===== src/rtl/wdog_pkg.sv =====
package wdog_pkg;
    localparam logic [7:0] STAT_NONE      = 8'hF8;
    localparam logic [7:0] STAT_SCL_STUCK = 8'h90;

    typedef struct packed {
        logic [7:0] cfg;
        logic       busy;
        logic       err;
        logic       force_req;
    } wdog_state_t;
endpackage


===== src/rtl/wdog_sync.sv =====
module wdog_sync #(
    parameter int LINES = 2
) (
    input  logic             clk,
    input  logic             rst_n,
    input  logic [LINES-1:0] raw,
    output logic [LINES-1:0] lvl,
    output logic [LINES-1:0] rise,
    output logic [LINES-1:0] fall
);
    logic [LINES-1:0] ff1_d, ff1_q, ff2_d, ff2_q, prv_d, prv_q;

    always_comb begin
        ff1_d = raw;
        ff2_d = ff1_q;
        prv_d = ff2_q;
    end

    always_ff @(posedge clk or negedge rst_n) begin
        if (!rst_n) begin
            ff1_q <= '1;
            ff2_q <= '1;
            prv_q <= '1;
        end else begin
            ff1_q <= ff1_d;
            ff2_q <= ff2_d;
            prv_q <= prv_d;
        end
    end

    for (genvar i = 0; i < LINES; i++) begin : g_line
        assign lvl[i]  = ff2_q[i];
        assign rise[i] = ff2_q[i] & ~prv_q[i];
        assign fall[i] = ~ff2_q[i] & prv_q[i];
    end
endmodule


===== src/rtl/wdog_counter.sv =====
module wdog_counter #(
    parameter int CNTW = 10
) (
    input  logic            clk,
    input  logic            rst_n,
    input  logic            load,
    input  logic [CNTW-1:0] load_val,
    input  logic            run,
    input  logic            tick,
    output logic            expire
);
    logic [CNTW-1:0] cnt_d, cnt_q;

    always_comb begin
        cnt_d  = cnt_q;
        expire = 1'b0;
        if (load) begin
            cnt_d = load_val;
        end else if (run && tick && cnt_q != '0) begin
            cnt_d  = cnt_q - 1'b1;
            expire = (cnt_q == CNTW'(1));
        end
    end

    always_ff @(posedge clk or negedge rst_n) begin
        if (!rst_n) cnt_q <= '0;
        else        cnt_q <= cnt_d;
    end


    cnt_hold_chk: assert property (@(posedge clk) disable iff (!rst_n)
        (!load && !tick) |=> $stable(cnt_q));
endmodule


===== src/rtl/scl_timeout_wdog.sv =====
module scl_timeout_wdog #(
    parameter int UNIT_TICKS = 4
) (
    input  logic       clk,
    input  logic       rst_n,
    input  logic       cfg_we,
    input  logic [7:0] cfg_wdata,
    input  logic       scl_in,
    input  logic       sda_in,
    input  logic       start_pend,
    input  logic       tick,
    output logic       force_start,
    output logic       irq,
    output logic       drv_release,
    output logic [7:0] err_status
);
    import wdog_pkg::*;

    localparam int CNTW = $clog2(128 * UNIT_TICKS + 1);
    localparam logic [CNTW-1:0] UNIT_W = CNTW'(UNIT_TICKS);
    localparam int SCL = 1;
    localparam int SDA = 0;

    wdog_state_t st_d, st_q;
    logic [1:0]  lvl, rise, fall;
    logic        scl_edge, start_det, stop_det;
    logic        run, load, expire, en;
    logic [CNTW-1:0] load_val;

    wdog_sync #(.LINES(2)) u_sync (
        .clk  (clk),
        .rst_n(rst_n),
        .raw  ({scl_in, sda_in}),
        .lvl  (lvl),
        .rise (rise),
        .fall (fall)
    );

    always_comb begin
        en        = st_q.cfg[7];
        scl_edge  = rise[SCL] | fall[SCL];
        start_det = fall[SDA] & lvl[SCL];
        stop_det  = rise[SDA] & lvl[SCL];
        run       = en && !st_q.err && (!lvl[SCL] || (st_q.busy && start_pend));
        load      = cfg_we || scl_edge || !run;

        st_d = st_q;
        if (cfg_we) st_d.cfg = cfg_wdata;
        load_val = CNTW'({1'b0, st_d.cfg[6:0]} + 8'd1) * UNIT_W;

        if (start_det)     st_d.busy = 1'b1;
        else if (stop_det) st_d.busy = 1'b0;

        if (expire && !lvl[SCL]) st_d.err = 1'b1;

        if (!start_pend || !st_q.busy || scl_edge || st_q.err || (cfg_we && !en))
            st_d.force_req = 1'b0;
        else if (expire && lvl[SCL])
            st_d.force_req = 1'b1;
    end

    always_ff @(posedge clk or negedge rst_n) begin
        if (!rst_n) st_q <= '{cfg: 8'h00, busy: 1'b0, err: 1'b0, force_req: 1'b0};
        else        st_q <= st_d;
    end

    wdog_counter #(.CNTW(CNTW)) u_cnt (
        .clk     (clk),
        .rst_n   (rst_n),
        .load    (load),
        .load_val(load_val),
        .run     (run),
        .tick    (tick),
        .expire  (expire)
    );

    assign force_start = st_q.force_req & en;
    assign irq         = st_q.err;
    assign drv_release = st_q.err;
    assign err_status  = st_q.err ? STAT_SCL_STUCK : STAT_NONE;


    err_sticky_chk: assert property (@(posedge clk) disable iff (!rst_n)
        st_q.err |=> st_q.err);

    err_needs_en_chk: assert property (@(posedge clk) disable iff (!rst_n)
        $rose(st_q.err) |-> $past(st_q.cfg[7]));

    force_busy_chk: assert property (@(posedge clk) disable iff (!rst_n)
        $rose(st_q.force_req) |-> $past(st_q.busy) && $past(start_pend));

    err_on_tick_chk: assert property (@(posedge clk) disable iff (!rst_n)
        $rose(st_q.err) |-> $past(tick));
endmodule


===== config.mk =====
export PLATFORM = sky130hd
export DESIGN_NAME = scl_timeout_wdog
export DESIGN_NICKNAME = d
export VERILOG_FILES = /design/src/rtl/wdog_pkg.sv /design/src/rtl/wdog_sync.sv /design/src/rtl/wdog_counter.sv /design/src/rtl/scl_timeout_wdog.sv
export SDC_FILE = /design/constraint.sdc
export NUM_CORES = 1
export LEC_CHECK = 0
export BUFFER_PORTS_ARGS = -buffer_cell sky130_fd_sc_hd__buf_2
export CORE_ASPECT_RATIO = 1.4
export CORE_MARGIN = 1
export CORE_UTILIZATION = 50
export CTS_CLUSTER_SIZE = 12
export DETAILED_ROUTE_END_ITERATION = 7
export GPL_ROUTABILITY_DRIVEN = 1
export PLACE_DENSITY = 0.72
export REMOVE_ABC_BUFFERS = 1
export SLEW_MARGIN = 20
export SYNTH_ARGS = -nofsm -noshare
export SYNTH_HDL_FRONTEND = slang
export SYNTH_SLANG_ARGS = --single-unit

===== constraint.sdc =====
create_clock -name clk -period 5.2 [get_ports clk]
set_clock_uncertainty 0.2 [all_clocks]
set_input_delay 0 -clock clk [delete_from_list [all_inputs] [get_ports clk]]
set_output_delay 0 -clock clk [all_outputs]
set_load 0.05 [all_outputs]

== After elaboration in Yosys (flattened, before gate mapping) ==
Cells that the tools add are included.
Storage, ports and cells
  input port bits: 15
  output and inout port bits: 11
  flip-flop bits (word level): 27
  word-level logic and storage cells: 59
Cells by class
  equality and inequality tests: 1
  bitwise logic cells: 12
  $add $sub $neg: 2
  multiplexer cells: 10
  reduce and logical (&&, ||, !) cells: 25
Operators with widths (count)
  10-bit 2-to-1 mux: 2
  7-bit 2-to-1 mux: 2
  10-bit by 1-bit == test with 1-bit output, second input constant: 1
  10-bit nonzero test: 1
  10-bit by 1-bit subtractor with 10-bit output, second input constant: 1
  7-bit by 1-bit adder with 8-bit output, second input constant: 1
  1-bit logical AND: 8
  1-bit AND: 7
  1-bit logical OR: 7
  1-bit zero test: 6
  1-bit 2-to-1 mux: 6
  2-bit nonzero test: 3
  1-bit NOT: 4
  1-bit bitwise OR: 1

== Depth between registers and ports, before layout ==
Gate-level depths: netlist of the first run.
  word-level depth: 10
  gate-level depth with buffers: 8
  depth with buffers taken out: 7

== Hierarchy ==
A second synthesis of the first run with hierarchy kept.
Unflattened totals
  cells, all modules: 153
  area, all modules: 1635.3 um2
By module, submodules not included
  scl_timeout_wdog: sequential area each 275.3 um2, times used 1, cells each 67, area an instance 739.5 um2
  wdog_counter: sequential area each 250.2 um2, times used 1, cells each 76, area an instance 703.2 um2
  wdog_sync: sequential area each 157.7 um2, times used 1, cells each 10, area an instance 192.7 um2

== Worst setup path before layout of the first run ==
Ideal clock, no wire load.
  path kind: register to register
  from: reg u_cnt.cnt_q[0]
  to: reg u_cnt.cnt_q[3]
  setup slack: 2.896 ns
  data required time: 4.863 ns
  buffers on the path: 1
  data arrival time: 1.967 ns
  period minus slack after synthesis: 2.304 ns
  library setup time: 0.137 ns
  stages on the path, launching flop included: 9
  cell sequence: dfrtp_1 -> inv_1 -> ha_1 -> or4b_4 -> or3_1 -> buf_6 -> a21o_1 -> a21oi_1 -> a311oi_1
On the way
  cells in the longest elaborated chain, start to end: 3
  elaborated cells between the ends (all ways): 6
  those cells by class: 1 x add/sub; 2 x mux; 3 x reduce/logical
RTL lines
  from (decl): line wdog_counter.sv:12  | logic [CNTW-1:0] cnt_d, cnt_q;
  from (signal assigned): line wdog_counter.sv:27  | else cnt_q <= cnt_d;
  10-bit by 1-bit subtractor with 10-bit output or 10-bit nonzero test (tied branches): line wdog_counter.sv:20, wdog_counter.sv:19
  10-bit 2-to-1 mux or 1-bit logical AND (tied branches): line wdog_counter.sv:19  | end else if (run && tick && cnt_q != '0) begin
  10-bit 2-to-1 mux or 2-bit nonzero test (tied branches)
Parallel ways exist; a longest one is shown, timed or not. The select of a mux whose other input is x is not followed.
A chain may end at the register's enable or synchronous reset.

== Worst setup path in the final report of the first run ==
Ends and elaborated chain as after synthesis.

==> run metrics, run 1 <==
yosys warns 0; DP HPWL around 2.2 mm; maximum number of pins on one net before global-route repair 28; Net count, final around 200; min-delay worst type in2async; max-cap violations 0; leak pwr 0.771 nW; IO buf count 20; CP Max Fanout 9; later-pin clock latency in the skew report about 0.27 ns; Max Root-Sink Buffers 2; CP arrival about 2.5 ns; CP Launch Type flop; unrepaired setup endpoints after global routing no; source of the worst register-to-register timing path u_cnt.cnt_q[0]; count of different cell masters after synthesis 53; hold_buf cts 14; total power roughly 440 uW; via count roughly 1200; R2R cell count 7; TritonCTS clock tree done; CTS buffer count 3; Post-synth ARST share 100%; Initial Utilization roughly 53%; Die Width roughly 49 microns; register area share after synthesis 44.8%; top_reg_cell synth dfrtp_1; Final setup viols 0; area delta synth->final 18.0%; Die Y ~67 microns; Worst EP required a little over 5 ns; die area ~3300 sq um; Yosys reg bits 27; CP endpoint kind flop; Slew Viols, Final 0; Avg WL per Cell 14.2 microns; quantity of gates resized following cts 0; clk slew on worst S/H paths 0.09 ns; average size of a mapped cell 10.2 sq um; total wire length roughly 3.1 mm; commonest non-fill, non-tap cells in the layout 21 x dfrtp_1, 20 x buf_2, 15 x dlygate4sd3_1; fmax 0.393 GHz; H-Tree Depth 1; core area around 2900 sq um; post-synthesis instance total between 100 and 150; CTS Root Cell clkbuf_8; r2r setup slk between 2 and 3 ns; Vias/cell approximately 5.5; initial drt markers a little over 40; first-pass GRT wire length between 5 and 6 mm; Hold Fails Final Rpt 0; worst vdd ir 0.186 mV; number of global-route vias before repair 1182; total grt overflow 0; power per standard cell area between 200 and 250 nW/um^2; FF-to-FF End u_cnt.cnt_q[3]; clock sinks 27; share of layout cells above drive strength 1 roughly a quarter; Mapped Area between 1500 and 2000 sq um; number of synthesized flops with an enable pin 0; Rel. slew slack between 30% and 40%; I/O pins 26; status finished, final reports clean; CP endpoint u_cnt.cnt_q[3]; setup TNS 0 ns; Slew @ Worst Pin between 0.9 and 1 ns; Row Count 23; Setup CP Type reg2reg; most common cell after layout, fill and taps aside dfrtp_1; initial antenna violation count 0; Tot GR Track Use 20.6%; post-layout minimum cycle time around 2.5 ns; antenna-violating nets left 0; Post-CTS Repair Setup Buffers 0; Diodes inserted 0; Tcrit/Tclk final 49.0%; gp weighted congestion between 0.8 and 0.9; DRT Pass-1 Iters 4; # DRC 0; CP Launch Point u_cnt.cnt_q[0]
-- worst min path at each step --
stage	to	slack, ns	depth (start not counted)	start
6_report	u_cnt.cnt_q[0]	0.06	2	rst_n
5_1_grt	drv_release	0.10	2	rst_n
3_3_place_gp	u_cnt.cnt_q[2]	-0.17	1	rst_n
3_5_place_dp	st_q[0]	-0.16	1	rst_n
4_1_cts	st_q[9]	0.001	2	cfg_we
2_1_floorplan	drv_release	-0.50	0	rst_n
-- cells in the mapped netlist (3+ instances only) --
master	count	area (sq um)
dfrtp_1	21	526
nor2_1	9	33.8
buf_4	8	60.1
nand2_1	8	30.0
inv_1	7	26.3
a21oi_1	6	30.0
dfstp_2	6	158
mux2_2	6	67.6
nand3_1	6	30.0
o21ai_0	5	25.0
xor2_1	5	43.8
nor3_1	4	20.0
xnor2_1	4	35.0
a311oi_1	3	26.3
buf_2	3	15.0
ha_1	3	37.5
-- report_power, final --
group	internal, mW	switching [mW]	total [mW]	leakage [nW]
registers	0.229	0.0184	0.248	0.315
logic	0.0367	0.0417	0.0784	0.434
clock network	0.0543	0.0637	0.118	0.0217
-- worst max-delay path, stage by stage, from the launching register on --
cell and delay, ns:
dfrtp_1 0.42, inv_1 0.10, ha_1 0.23, or4b_4 0.51, or3_1 0.48, a21o_1 0.27
a21oi_1 0.14, a311oi_1 0.06
-- stage by stage --
step / area (sq um) / setup slack (ns) / cells / utilization, % / hold WS [ns]
CTS: 1790 / 2.65 / 215 / 62.1 / 0.00133
finish: 1800 / 2.65 / 216 / 62.5 / 0.0584
floorplan: 1450 / 2.27 / 139 / - / -0.496
global placement: 1600 / 2.77 / 197 / 55.6 / -0.168
detailed placement: 1600 / 2.67 / 197 / 55.6 / -0.157
global route: 1800 / 2.57 / 216 / 62.5 / 0.105
-- per-layer routing --
| layer | wire [microns] | global-route usage [%] |
|---|---|---|
| met4 | 46 | 9.56 |
| met5 | 0 | 0 |
| met1 | 1270 | 23.7 |
| met3 | 100 | 2.48 |
| met2 | 1650 | 38.2 |
-- sequential cells by signal, summed over array words and instances, names as in the netlist --
signal / flops
u_sync.ff1_q: 2
st_q: 9
u_cnt.cnt_q: 10
u_sync.prv_q: 2
u_sync.lvl: 2
drv_release: 1
en: 1
-- cell type report --
class / count / area [sq um]
flip-flops and latches: 27 / 683
inverters: 7 / 26.3
multi-input cells: 105 / 736
repair buffers: 36 / 258
well taps: 37 / 46.3
clock buffers: 3 / 41.3
fillers: 243 / 1080
clock inverters: 1 / 7.51
-- cell families after synthesis --
kind of cell             Yosys count  share of synthesized area (%)
AND/OR/NAND/NOR                   52                           20.9
AO/OA/AOI/OAI                     28                           12.8
flip-flops                        27                           44.8
buffers and inverters             20                           7.64
XOR/XNOR                           9                           5.17
multiplexers                       8                           5.75
adder cells (fa/ha/maj)            3                           2.46
other                              2                          0.493
(Power assumes the default switching activity.)
==> inputs of run 2 (changes only) <==
- clock period: 5.2 -> 2.65 ns (I/O delays scaled with it)
==> run 2 against run 1 <==
Worst setup slack worse by 2.5 ns. Largest power group unchanged. Hold slack better by 0.0051 ns. Die area stayed put. Clock-buffer cell count stayed put. Largest cell class unchanged. Critical path type unchanged. Design area is 1.4% higher.
==> run metrics, run 2 (same netlist as run 1, synthesis figures left out) <==
Row Count 23 (unchanged); # DRC 0 (unchanged); Net count, final 201 (+1.5%); Initial Utilization 53.0% (unchanged); max reg flops 10 (unchanged); gp weighted congestion 0.952 (+7.1%); Worst EP required 2.59 ns (-2.55 ns); max-cap violations 0 (unchanged); initial drt markers 51 (+24%); CP Launch Type flop; fin cells 219 (+1.4%); largest registers u_cnt.cnt_q (10), st_q (9); fmax 0.398 GHz (+1.3%); Slew @ Worst Pin 0.609 ns (-0.318 ns); worst vdd ir 0.388 mV (+110%); Vias/cell 5.41 (-1.7%); Die Y 67.3 microns (unchanged); clk slew on worst S/H paths 0.09 ns (about the same); CP endpoint kind flop; CTS buffer count 3 (unchanged); Logic pwr share 18.0% (+0.3 points); worst hold slack 0.0635 ns (+0.00506 ns); Tcrit/Tclk final 94.9% (+46 points); hold_buf cts 17 (+3); power per standard cell area 480 nW/um^2 (+94%); Diodes inserted 0 (unchanged); Cells after DPL 198 (+0.51%); Rel. slew slack 59.4% (+22 points); Clock Power Share 26.5% (about the same); area delta synth->final 19.6%; via count 1185 (-0.34%); commonest non-fill, non-tap cells in the layout 21 x dfrtp_1, 20 x buf_2, 17 x dlygate4sd3_1; total grt overflow 0 (unchanged); Max Root-Sink Buffers 2 (unchanged); number of global-route vias before repair 1211 (+2.5%); Int Pwr 630 uW (+97%); I/O pins 26 (unchanged); sw frac 28.0% (+0.097 points); Flop pwr share 55.5% (-0.3 points); total power 875 uW (+97%); TritonCTS clock tree done; placed standard-cell area 1610 sq um (+0.47%); DRT Pass-1 Iters 4 (unchanged); NetSw 245 uW (+98%); post-layout minimum cycle time 2.51 ns (-0.0320 ns); first-pass GRT wire length 5.27 mm (+1.9%); pre-CTS setup slack 0.158 ns (-2.51 ns); IO buf count 20 (unchanged); Tot GR Track Use 21.2% (+0.57 points); min-delay worst type in2async; quantity of gates resized following cts 0 (unchanged); CP Max Fanout 9 (unchanged); Die Width 48.7 microns (unchanged); clock sinks 27 (unchanged); Final setup viols 0 (unchanged); H-Tree Depth 1 (unchanged); maximum number of pins on one net before global-route repair 28 (unchanged); Hold Fails Final Rpt 0 (unchanged); antenna-violating nets left 0 (unchanged); Avg WL per Cell 14.0 microns (-1.6%); Largest Register u_cnt.cnt_q; status finished, final reports clean; CP arrival 2.45 ns (-0.04 ns); DP HPWL 2.19 mm (-1.1%); die area 3280 sq um (unchanged); Final Cell Area 1820 sq um (+1.4%); unrepaired setup endpoints after global routing no; share of layout cells above drive strength 1 24.2% (+0.15 points); total wire length 3.06 mm (-0.20%); most common cell after layout, fill and taps aside dfrtp_1; Post-CTS Repair Setup Buffers 0 (unchanged); core area 2880 sq um (unchanged); CTS Root Cell clkbuf_8; initial antenna violation count 0 (unchanged); leak pwr 0.790 nW (+2.4%); later-pin clock latency in the skew report 0.27 ns (about the same); Final Util 63.3% (+0.87 points); Slew Viols, Final 0 (unchanged); setup TNS 0 ns (unchanged); Setup CP Type reg2reg; Setup WS post-layout 0.136 ns (-2.52 ns)
==> run 2: worst paths after layout <==
check                                 from             end  slack, ns  depth (start not counted)
max in group asynchronous            rst_n  u_cnt.cnt_q[6]       1.79                          2
setup / recovery            u_cnt.cnt_q[0]  u_cnt.cnt_q[3]       0.14                          7
min in group clk           u_sync.ff1_q[0]   u_sync.lvl[0]       0.16                          0
hold / removal                       rst_n         st_q[2]       0.06                          2
setup reg to reg            u_cnt.cnt_q[0]  u_cnt.cnt_q[3]       0.14                          7
hold reg to reg            u_sync.ff1_q[0]   u_sync.lvl[0]       0.16                          0
==> run 2: layout make-up <==
| type | count | area (sq um) |
|---|---|---|
| clock inverters | 1 | 5.00 |
| multi-input cells | 105 | 736 |
| fillers | 258 | 1050 |
| well taps | 37 | 46.3 |
| clock buffers | 3 | 41.3 |
| flip-flops and latches | 27 | 683 |
| inverters | 7 | 26.3 |
| repair buffers | 39 | 285 |
==> run 2: power by group through the flow <==
stage                     clock, mW  sequential (mW)  combinational [mW]
after floorplan                   0            0.482              0.0962
after global placement            0            0.490               0.132
after detailed placement          0            0.493               0.135
after global routing          0.252            0.491               0.175
after CTS                     0.237            0.485               0.157
final                         0.232            0.486               0.157
==> run 2: metal layers <==
layer / up-vias / share of wire, % / global-route usage (%)
met3: 4 / 3.0 / 2.03
met5: - / 0 / 0
met2: 27 / 52 / 37.3
met1: 566 / 43 / 25.8
li1: 588 / - / -
met4: 0 / 1.7 / 11.0
==> run 2: worst max-delay path: stages, from the launching register on <==
cell,delay [ns]
dfrtp_1,0.42
inv_1,0.10
ha_1,0.23
or4b_4,0.50
or3_1,0.49
a21o_1,0.27
a21oi_1,0.13
a311oi_1,0.06
